$ cat src/rtl/icas_pkg.sv
package icas_pkg;
  localparam int IDX_W  = 8;
  localparam int PSEL_W = 3;

  localparam int DEST_LSB = 0;
  localparam int SRCA_LSB = 8;
  localparam int PSEL_LSB = 39;
  localparam int PINV_BIT = 42;
  localparam int EXT_BIT  = 43;
  localparam int FRES_BIT = 44;
  localparam int BOP_LSB  = 45;
  localparam int CCW_BIT  = 47;
  localparam int SGN_BIT  = 48;
  localparam int CMP_LSB  = 49;

  typedef enum logic [1:0] {BOP_AND = 2'd0, BOP_OR = 2'd1, BOP_XOR = 2'd2, BOP_RSV = 2'd3} bop_e;

  typedef struct packed {
    logic [2:0]        cmpOp;
    bop_e              boolOp;
    logic              isSigned;
    logic              extended;
    logic              floatRes;
    logic              predInv;
    logic [PSEL_W-1:0] predSel;
    logic              flagWr;
    logic              destWr;
    logic              bad;
    logic [IDX_W-1:0]  dest;
  } icas_strobe_t;
endpackage

$ cat src/rtl/icas_ctrl.sv
module icas_ctrl
  import icas_pkg::*;
(
  input  logic         issueValid,
  input  logic [63:0]  instr,
  output icas_strobe_t strb
);
  localparam logic [IDX_W-1:0] ZERO_REG = {IDX_W{1'b1}};

  logic badBop;
  logic badCc;
  logic ccReq;

  always_comb begin
    strb.cmpOp    = instr[CMP_LSB +: 3];
    strb.boolOp   = bop_e'(instr[BOP_LSB +: 2]);
    strb.isSigned = instr[SGN_BIT];
    strb.extended = instr[EXT_BIT];
    strb.floatRes = instr[FRES_BIT];
    strb.predInv  = instr[PINV_BIT];
    strb.predSel  = instr[PSEL_LSB +: PSEL_W];
    strb.dest     = instr[DEST_LSB +: IDX_W];
    ccReq         = instr[CCW_BIT];
    badBop        = (strb.boolOp == BOP_RSV);
    badCc         = ccReq & strb.extended;
    strb.bad      = issueValid & (badBop | badCc);
    strb.flagWr   = issueValid & ccReq & ~strb.bad;
    strb.destWr   = issueValid & ~strb.bad & (strb.dest != ZERO_REG);
  end
endmodule

$ cat src/rtl/icas_dpath.sv
module icas_dpath
  import icas_pkg::*;
#(
  parameter int DATA_W = 32,
  parameter int PRED_N = 8
) (
  input  icas_strobe_t      strb,
  input  logic [DATA_W-1:0] opA,
  input  logic [DATA_W-1:0] opB,
  input  logic [PRED_N-1:0] predIn,
  input  logic              carryIn,
  input  logic              zeroIn,
  output logic              relLt,
  output logic              relEq,
  output logic              relGt,
  output logic [DATA_W-1:0] resVal,
  output logic              zeroNew,
  output logic              signNew
);
  localparam logic [DATA_W-1:0] MASK_ONE  = {DATA_W{1'b1}};
  localparam logic [DATA_W-1:0] FLOAT_ONE = DATA_W'(32'h3F80_0000);

  logic hiLt, hiEq, hiGt;
  logic cmpHit, predBit, outcome;

  always_comb begin
    hiEq = (opA == opB);
    if (strb.isSigned) hiLt = ($signed(opA) < $signed(opB));
    else               hiLt = (opA < opB);
    hiGt = ~hiLt & ~hiEq;
    if (strb.extended) begin
      relLt = hiLt | (hiEq & ~carryIn);
      relEq = hiEq & carryIn & zeroIn;
      relGt = hiGt | (hiEq & carryIn & ~zeroIn);
    end else begin
      relLt = hiLt;
      relEq = hiEq;
      relGt = hiGt;
    end
    cmpHit = |(strb.cmpOp & {relGt, relEq, relLt});
  end

  always_comb begin
    if (strb.predSel == PSEL_W'(PRED_N - 1)) predBit = 1'b1;
    else                                     predBit = predIn[strb.predSel];
    predBit = predBit ^ strb.predInv;
    unique case (strb.boolOp)
      BOP_AND: outcome = cmpHit & predBit;
      BOP_OR:  outcome = cmpHit | predBit;
      BOP_XOR: outcome = cmpHit ^ predBit;
      default: outcome = 1'b0;
    endcase
    if (!outcome)          resVal = '0;
    else if (strb.floatRes) resVal = FLOAT_ONE;
    else                   resVal = MASK_ONE;
    zeroNew = (resVal == '0);
    signNew = strb.floatRes ? 1'b0 : ~zeroNew;
  end
endmodule

$ cat src/rtl/icas_unit.sv
module icas_unit
  import icas_pkg::*;
#(
  parameter int DATA_W = 32
) (
  input  logic              clk,
  input  logic              rstN,
  input  logic              issueValid,
  input  logic [63:0]       instr,
  input  logic [DATA_W-1:0] opA,
  input  logic [DATA_W-1:0] opB,
  input  logic [7:0]        predIn,
  input  logic              carryIn,
  input  logic              zeroIn,
  output logic              resValid,
  output logic [DATA_W-1:0] result,
  output logic [IDX_W-1:0]  destIdx,
  output logic              destWe,
  output logic              flagWe,
  output logic              zeroOut,
  output logic              signOut,
  output logic              carryOut,
  output logic              ovfOut,
  output logic              illegal
);
  icas_strobe_t      strb;
  logic              relLt, relEq, relGt;
  logic [DATA_W-1:0] resVal;
  logic              zeroNew, signNew;

  icas_ctrl u_ctrl (.issueValid(issueValid), .instr(instr), .strb(strb));

  icas_dpath #(.DATA_W(DATA_W), .PRED_N(8)) u_dpath (
    .strb(strb), .opA(opA), .opB(opB), .predIn(predIn),
    .carryIn(carryIn), .zeroIn(zeroIn),
    .relLt(relLt), .relEq(relEq), .relGt(relGt),
    .resVal(resVal), .zeroNew(zeroNew), .signNew(signNew)
  );

  always_ff @(posedge clk) begin
    if (!rstN) begin
      resValid <= 1'b0;
      result   <= '0;
      destIdx  <= '0;
      destWe   <= 1'b0;
      flagWe   <= 1'b0;
      illegal  <= 1'b0;
      zeroOut  <= 1'b0;
      signOut  <= 1'b0;
      carryOut <= 1'b0;
      ovfOut   <= 1'b0;
    end else begin
      resValid <= issueValid;
      result   <= resVal;
      destIdx  <= strb.dest;
      destWe   <= strb.destWr;
      flagWe   <= strb.flagWr;
      illegal  <= strb.bad;
      if (strb.flagWr) begin
        zeroOut  <= zeroNew;
        signOut  <= signNew;
        carryOut <= 1'b0;
        ovfOut   <= 1'b0;
      end
    end
  end
endmodule

$ cat config.mk
export PLATFORM = sky130hd
export DESIGN_NAME = icas_unit
export DESIGN_NICKNAME = d
export VERILOG_FILES = /design/src/rtl/icas_pkg.sv /design/src/rtl/icas_ctrl.sv /design/src/rtl/icas_dpath.sv /design/src/rtl/icas_unit.sv
export SDC_FILE = /design/constraint.sdc
export NUM_CORES = 1
export LEC_CHECK = 0
export BUFFER_PORTS_ARGS = -buffer_cell sky130_fd_sc_hd__buf_2
export CORE_MARGIN = 2
export CORE_UTILIZATION = 38
export CTS_CLUSTER_DIAMETER = 150
export DETAILED_ROUTE_END_ITERATION = 8
export PLACE_DENSITY_LB_ADDON = 0.05
export RECOVER_POWER = 100
export SYNTH_ARGS = -nofsm -noshare
export SYNTH_HDL_FRONTEND = slang
export SYNTH_SLANG_ARGS = --single-unit
$ cat constraint.sdc
create_clock -name clk -period 5.19 [get_ports clk]
set_input_delay 0.2595 -clock clk [delete_from_list [all_inputs] [get_ports clk]]
set_output_delay 0.2595 -clock clk [all_outputs]
set_load 0.02 [all_outputs]
; After elaboration in Yosys (flattened, before gate mapping)
; Cells that the tools add are included.
[word_totals]
ff_bits = 46
inputBits = 141
output_inout_bits = 48
elab_cells = 56
[op_classes]
n_lt_le_gt_ge = 3
n_eq_ne = 6
n_mux = 11
bitwise = 25
n_reduce_logical = 3
[ops]
columns = cell, n
row1 = < comparator 32 bit, 2
row2 = 2-to-1 mux 32 bit, 2
row3 = == test 32 bit, 1
row4 = logical NOT 32 bit, 1
row5 = AND 1 bit, 12
row6 = != test 8 bit (second input constant), 1
row7 = 2-to-1 mux 1 bit, 7
row8 = NOT 1 bit, 6
row9 = == test 2 bit (second input constant), 2
row10 = < comparator 3 x 4 -> 1 bit (second input constant), 1
row11 = bitwise OR 1 bit, 4
row12 = AND 3 bit, 1
row13 = binary-select mux 1 bit (select 3 bit), 1
row14 = == test 3 bit (second input constant), 1
row15 = case mux 1 bit (3 select lines), 1
row16 = OR reduction 3 bit, 1
row17 = == test 2 x 1 -> 1 bit (second input constant), 1
row18 = logical NOT 2 bit, 1
row19 = bitwise XOR 1 bit, 2

; Depth between registers and ports, before layout
[logic_depth]
word_depth = 14
depth_mapped = 15
ltp_nobuf = 15

; Modules after synthesis
; From an unflattened synthesis, not the netlist that was laid out.
[hier_totals]
cells_unflattened = 304
area_unflattened_um2 = 2777.7
[by_module_without_submodules]
columns = mod, n_inst, cells_per_inst, area_per_inst_um2, seq_area_each_um2
row1 = icas_dpath, 1, 177, 1312.5, 0.0
row2 = icas_unit, 1, 101, 1267.5, 920.9
row3 = icas_ctrl, 1, 26, 197.7, 0.0

; Worst setup path after synthesis
; Ideal clock, no wire load.
[synth_timing]
kind = input -> register
startpoint = in opB[19]
endpoint = reg signOut
setup_time_ps = 138
arrival_ps = 2781
required_time_ps = 5052
setup_slack_ps = 2271
cell_stages = 15
path_cell_list = inv_1 -> ha_1 -> a21oi_2 -> o21ai_1 -> a221o_1 -> a2111oi_4 -> nand3_1 -> a21o_1 -> and3_1 -> ha_1 -> mux2_2 -> o211ai_1 -> nor2_1 -> nand2_1 -> o21ai_0
[synth_via]
elab_chain_cells = 14
elab_cells_between_ends = 26
classes_between = order compare: 2 / eq/ne: 1 / mux: 7 / bitwise: 14 / reduce/logical: 2
[synth_lines]
columns = item, line
row1 = from (decl), icas_unit.sv:11  ; input logic [DATA_W-1:0] opB,
row2 = < comparator 32 bit (on tied branches), "icas_dpath.sv:29, icas_dpath.sv:28"
row3 = 2-to-1 mux 1 bit, icas_dpath.sv:28  ; if (strb.isSigned) hiLt = ($signed(opA) < $signed(opB));
row4 = NOT 1 bit, icas_dpath.sv:30  ; hiGt = ~hiLt & ~hiEq;
row5 = AND 1 bit, icas_dpath.sv:30
row6 = bitwise OR 1 bit, icas_dpath.sv:34  ; relGt = hiGt | (hiEq & carryIn & ~zeroIn);
row7 = 2-to-1 mux 1 bit, icas_dpath.sv:31  ; if (strb.extended) begin
row8 = AND 3 bit (*), icas_dpath.sv:40  ; cmpHit = |(strb.cmpOp & {relGt, relEq, relLt});
row9 = OR reduction 3 bit (*), icas_dpath.sv:40
row10 = bitwise XOR 1 bit (tied with other cells), icas_dpath.sv:50  ; BOP_XOR: outcome = cmpHit ^ predBit;
row11 = case mux 1 bit (3 select lines) (*), icas_dpath.sv:47  ; unique case (strb.boolOp)
row12 = 2-to-1 mux 32 bit (*), icas_dpath.sv:53  ; if (!outcome) resVal = '0;
row13 = logical NOT 32 bit (*), icas_dpath.sv:56  ; zeroNew = (resVal == '0);
row14 = NOT 1 bit (*), icas_dpath.sv:57  ; signNew = strb.floatRes ? 1'b0 : ~zeroNew;
row15 = 2-to-1 mux 1 bit (*), icas_dpath.sv:57
row16 = to (signal assigned), icas_unit.sv:61  ; signOut <= signNew;
row17 = to (decl), icas_unit.sv:21  ; output logic signOut,
; Every way passes the cells marked *; elsewhere a longest branch is shown, timed or not.
; A chain may end at the register's enable or synchronous reset.

; Final worst setup path
[layout_timing]
startpoint = in opA[31]
endpoint = reg signOut
[layout_via]
elab_chain_cells = 14
elab_cells_between_ends = 26
classes_between = order compare: 2 / eq/ne: 1 / mux: 7 / bitwise: 14 / reduce/logical: 2
[layout_lines]
columns = item, line
row1 = from (decl), icas_unit.sv:10  ; input logic [DATA_W-1:0] opA,
row2 = < comparator 32 bit (on tied branches), "icas_dpath.sv:29, icas_dpath.sv:28"
row3 = 2-to-1 mux 1 bit, icas_dpath.sv:28
row4 = NOT 1 bit, icas_dpath.sv:30
row5 = AND 1 bit, icas_dpath.sv:30
row6 = bitwise OR 1 bit, icas_dpath.sv:34
row7 = 2-to-1 mux 1 bit, icas_dpath.sv:31
row8 = AND 3 bit (*), icas_dpath.sv:40
row9 = OR reduction 3 bit (*), icas_dpath.sv:40
row10 = bitwise XOR 1 bit (tied with other cells), icas_dpath.sv:50
row11 = case mux 1 bit (3 select lines) (*), icas_dpath.sv:47
row12 = 2-to-1 mux 32 bit (*), icas_dpath.sv:53
row13 = logical NOT 32 bit (*), icas_dpath.sv:56
row14 = NOT 1 bit (*), icas_dpath.sv:57
row15 = 2-to-1 mux 1 bit (*), icas_dpath.sv:57
; Marks and branches as above.

==> results.ini <==
[flow_run]
drv_cap=0

[synth]
synthTopCellsByArea=ha_1, dfxtp_1, buf_4, inv_1, and2_1
synth_edf_count=0
synthCells=221
synth_top_area_cell=ha_1
yosys_most_used_dff=dfxtp_1
synthTopCellsByCount=inv_1, ha_1, buf_4
syn_area_sq_um=1790
avgSynthCellArea_sq_um=8.10
ys_warn_count=0
ys_ff_latch=16
yosysMostFrequentCell=inv_1
yosysSeqAreaShare_pct=17.9
yosys.area.top_type_share_pct=23.8
async_reset_ff_share_pct=0
synth_cell_types=42

[final_layout]
fillers=483
syn_to_final_growth_pct=29.4
num_antenna_cells=0
drive_gt1_share_pct=31.9
final_net_count=511
utilization_pct=52.1

[timing]
fin_setup_tns_ps=0
fin_crit_sh_pct=58.4
fin_skew_ps=0
whs_ps=182
slew_headroom_pct=59.6
slew_viol_final=0
max_freq_mhz=330
hold_viol_final=0
min_period_ps=3030
rsz0062_at_grt=false
tightest_slew_ps=606
setup_viol=0

[grt]
track_usage_pct=15.0
grt_pass1_vias=1625
antenna_found_initial=0
overflow=0
grt_pass1_wl_microns=6470
grt_start_max_net_pins=26

[pwr]
clkPwrFrac_pct=25.8
p_switching_uw=143
pwr-share-seq_pct=32.6
p_int_uw=272
p_per_area_nw_per_um2=179
p_leak_uw=0.00128
ir_drop_mv=0.0673
switching_share_pct=34.5
share_comb_of_total_power_pct=41.6

[cts]
cts_tree=built
hold_buffers=0
clockRootBuffer=clkbuf_8
cts_setup_buffers=0
postCtsResizedCells=0
cts_sinks=16
clock_path_buffers=2
clk_latency_ps=240
htreeDepth=1
path_clk_slew_ps=60
numCtsBuffers=3

[critical_path]
path_class=in -> reg
arrival_ps=3150
cp.required_ps=5300
worstSetupEndpointType=flip-flop
cp_max_fo=4
worstSetupStartpointType=primary input

[detailed_routing]
wl_per_cell_microns=10.5
drt_iter0_drc=32
ant_nets=0
drt_pass1_iterations=6
num_vias=1793
routed_via_density=4.63
drc=0
drt-total-wl_microns=4070

[floorplanning]
die_w_microns=72.6
rows=24
start_util_pct=40.3
pin_count=189
coreArea_sq_um=4440
die_h_microns=72.6
die-area_sq_um=5270

[placed_design]
dp_hpwl_microns=3740
portBuffers=142
gp_congestion=0.707

[min_path]
hold_class=in -> reg

[run_status]
status=finished clean

[cell usage in the layout (no fill, tap or decap), types with 7 or more instances in the layout]
cell and n:
buf_2 95, clkbuf_1 47, inv_1 38, ha_1 34, dfxtp_1 16, nand2_1 14, a21oi_1 11, nand4_1 8
and2_0 7
[worst max-delay path, cell delays in order]
cell and delay [ps]:
buf_2 100, ha_1 290, nand4_1 140, nor4_1 530, nand3_1 240, o32ai_1 290
a211o_1 170, nand3_1 80, and3_1 180, ha_1 180, mux2_2 260, o211ai_1 220
nor2_1 80, nand2_1 60, o21ai_0 60
[layer usage]
metal	share of wire, %	global-route usage, %	wire length (microns)
met1	41	17.4	1680
met2	49	27.6	1970
met3	9.5	3.18	388
met4	0.66	4.12	27
met5	0	0	0
[registers in the layout, summed over array words and instances, names as in the netlist]
name / flops
destIdx: 8
destWe: 1
flagWe: 1
illegal: 1
resValid: 1
result: 2
signOut: 1
zeroOut: 1
[worst paths after layout]
kind                             start                    end  slack (ps)  depth (start not counted)
hold / removal               instr[44]  result[30]$_SDFF_PN0_         180                          2
hold reg to reg   signOut$_SDFFE_PN0P_   signOut$_SDFFE_PN0P_         460                          2
setup reg to reg  zeroOut$_SDFFE_PN0P_   zeroOut$_SDFFE_PN0P_        4600                          2
setup / recovery               opA[31]   signOut$_SDFFE_PN0P_        2160                         15
[power by group through the flow]
stage	clock network, uW	logic (uW)	registers (uW)
after CTS	110	183	134
final	107	173	135
after global routing	116	196	136
after detailed placement	0	182	137
after floorplan	0	124	146
after global placement	0	180	137
[cell type report]
type	instances	area, sq um	area share (%)
multi-input cells	135	1080	46.6
clock buffers	4	55.1	2.38
repair buffers	142	652	28.2
inverters	38	143	6.16
well taps	52	65.1	2.81
flip-flops and latches	16	320	13.8
[cells by family (layout without fill, tap and decap cells)]
| group | after synthesis | after routing | synth area share [%] |
|---|---|---|---|
| AND/OR/NAND/NOR | 54 | 54 | 16.9 |
| buffers and inverters | 71 | 184 | 21.6 |
| XOR/XNOR | 1 | 1 | 0.490 |
| other | 1 | 2 | 0.210 |
| AO/OA/AOI/OAI | 40 | 40 | 16.2 |
| adder cells (fa/ha/maj) | 34 | 34 | 23.8 |
| flip-flops | 16 | 16 | 17.9 |
| multiplexers | 4 | 4 | 3.01 |
[stage by stage]
stage	worst slack [ps]	area [sq um]	std cells	power, uW
global placement	1970	2320	383	317
CTS	2230	2380	387	427
detailed placement	1970	2320	383	319
global route	1800	2310	387	449
floorplan	2270	1790	222	270
finish	2160	2310	387	415
(Power assumes the default switching activity.)
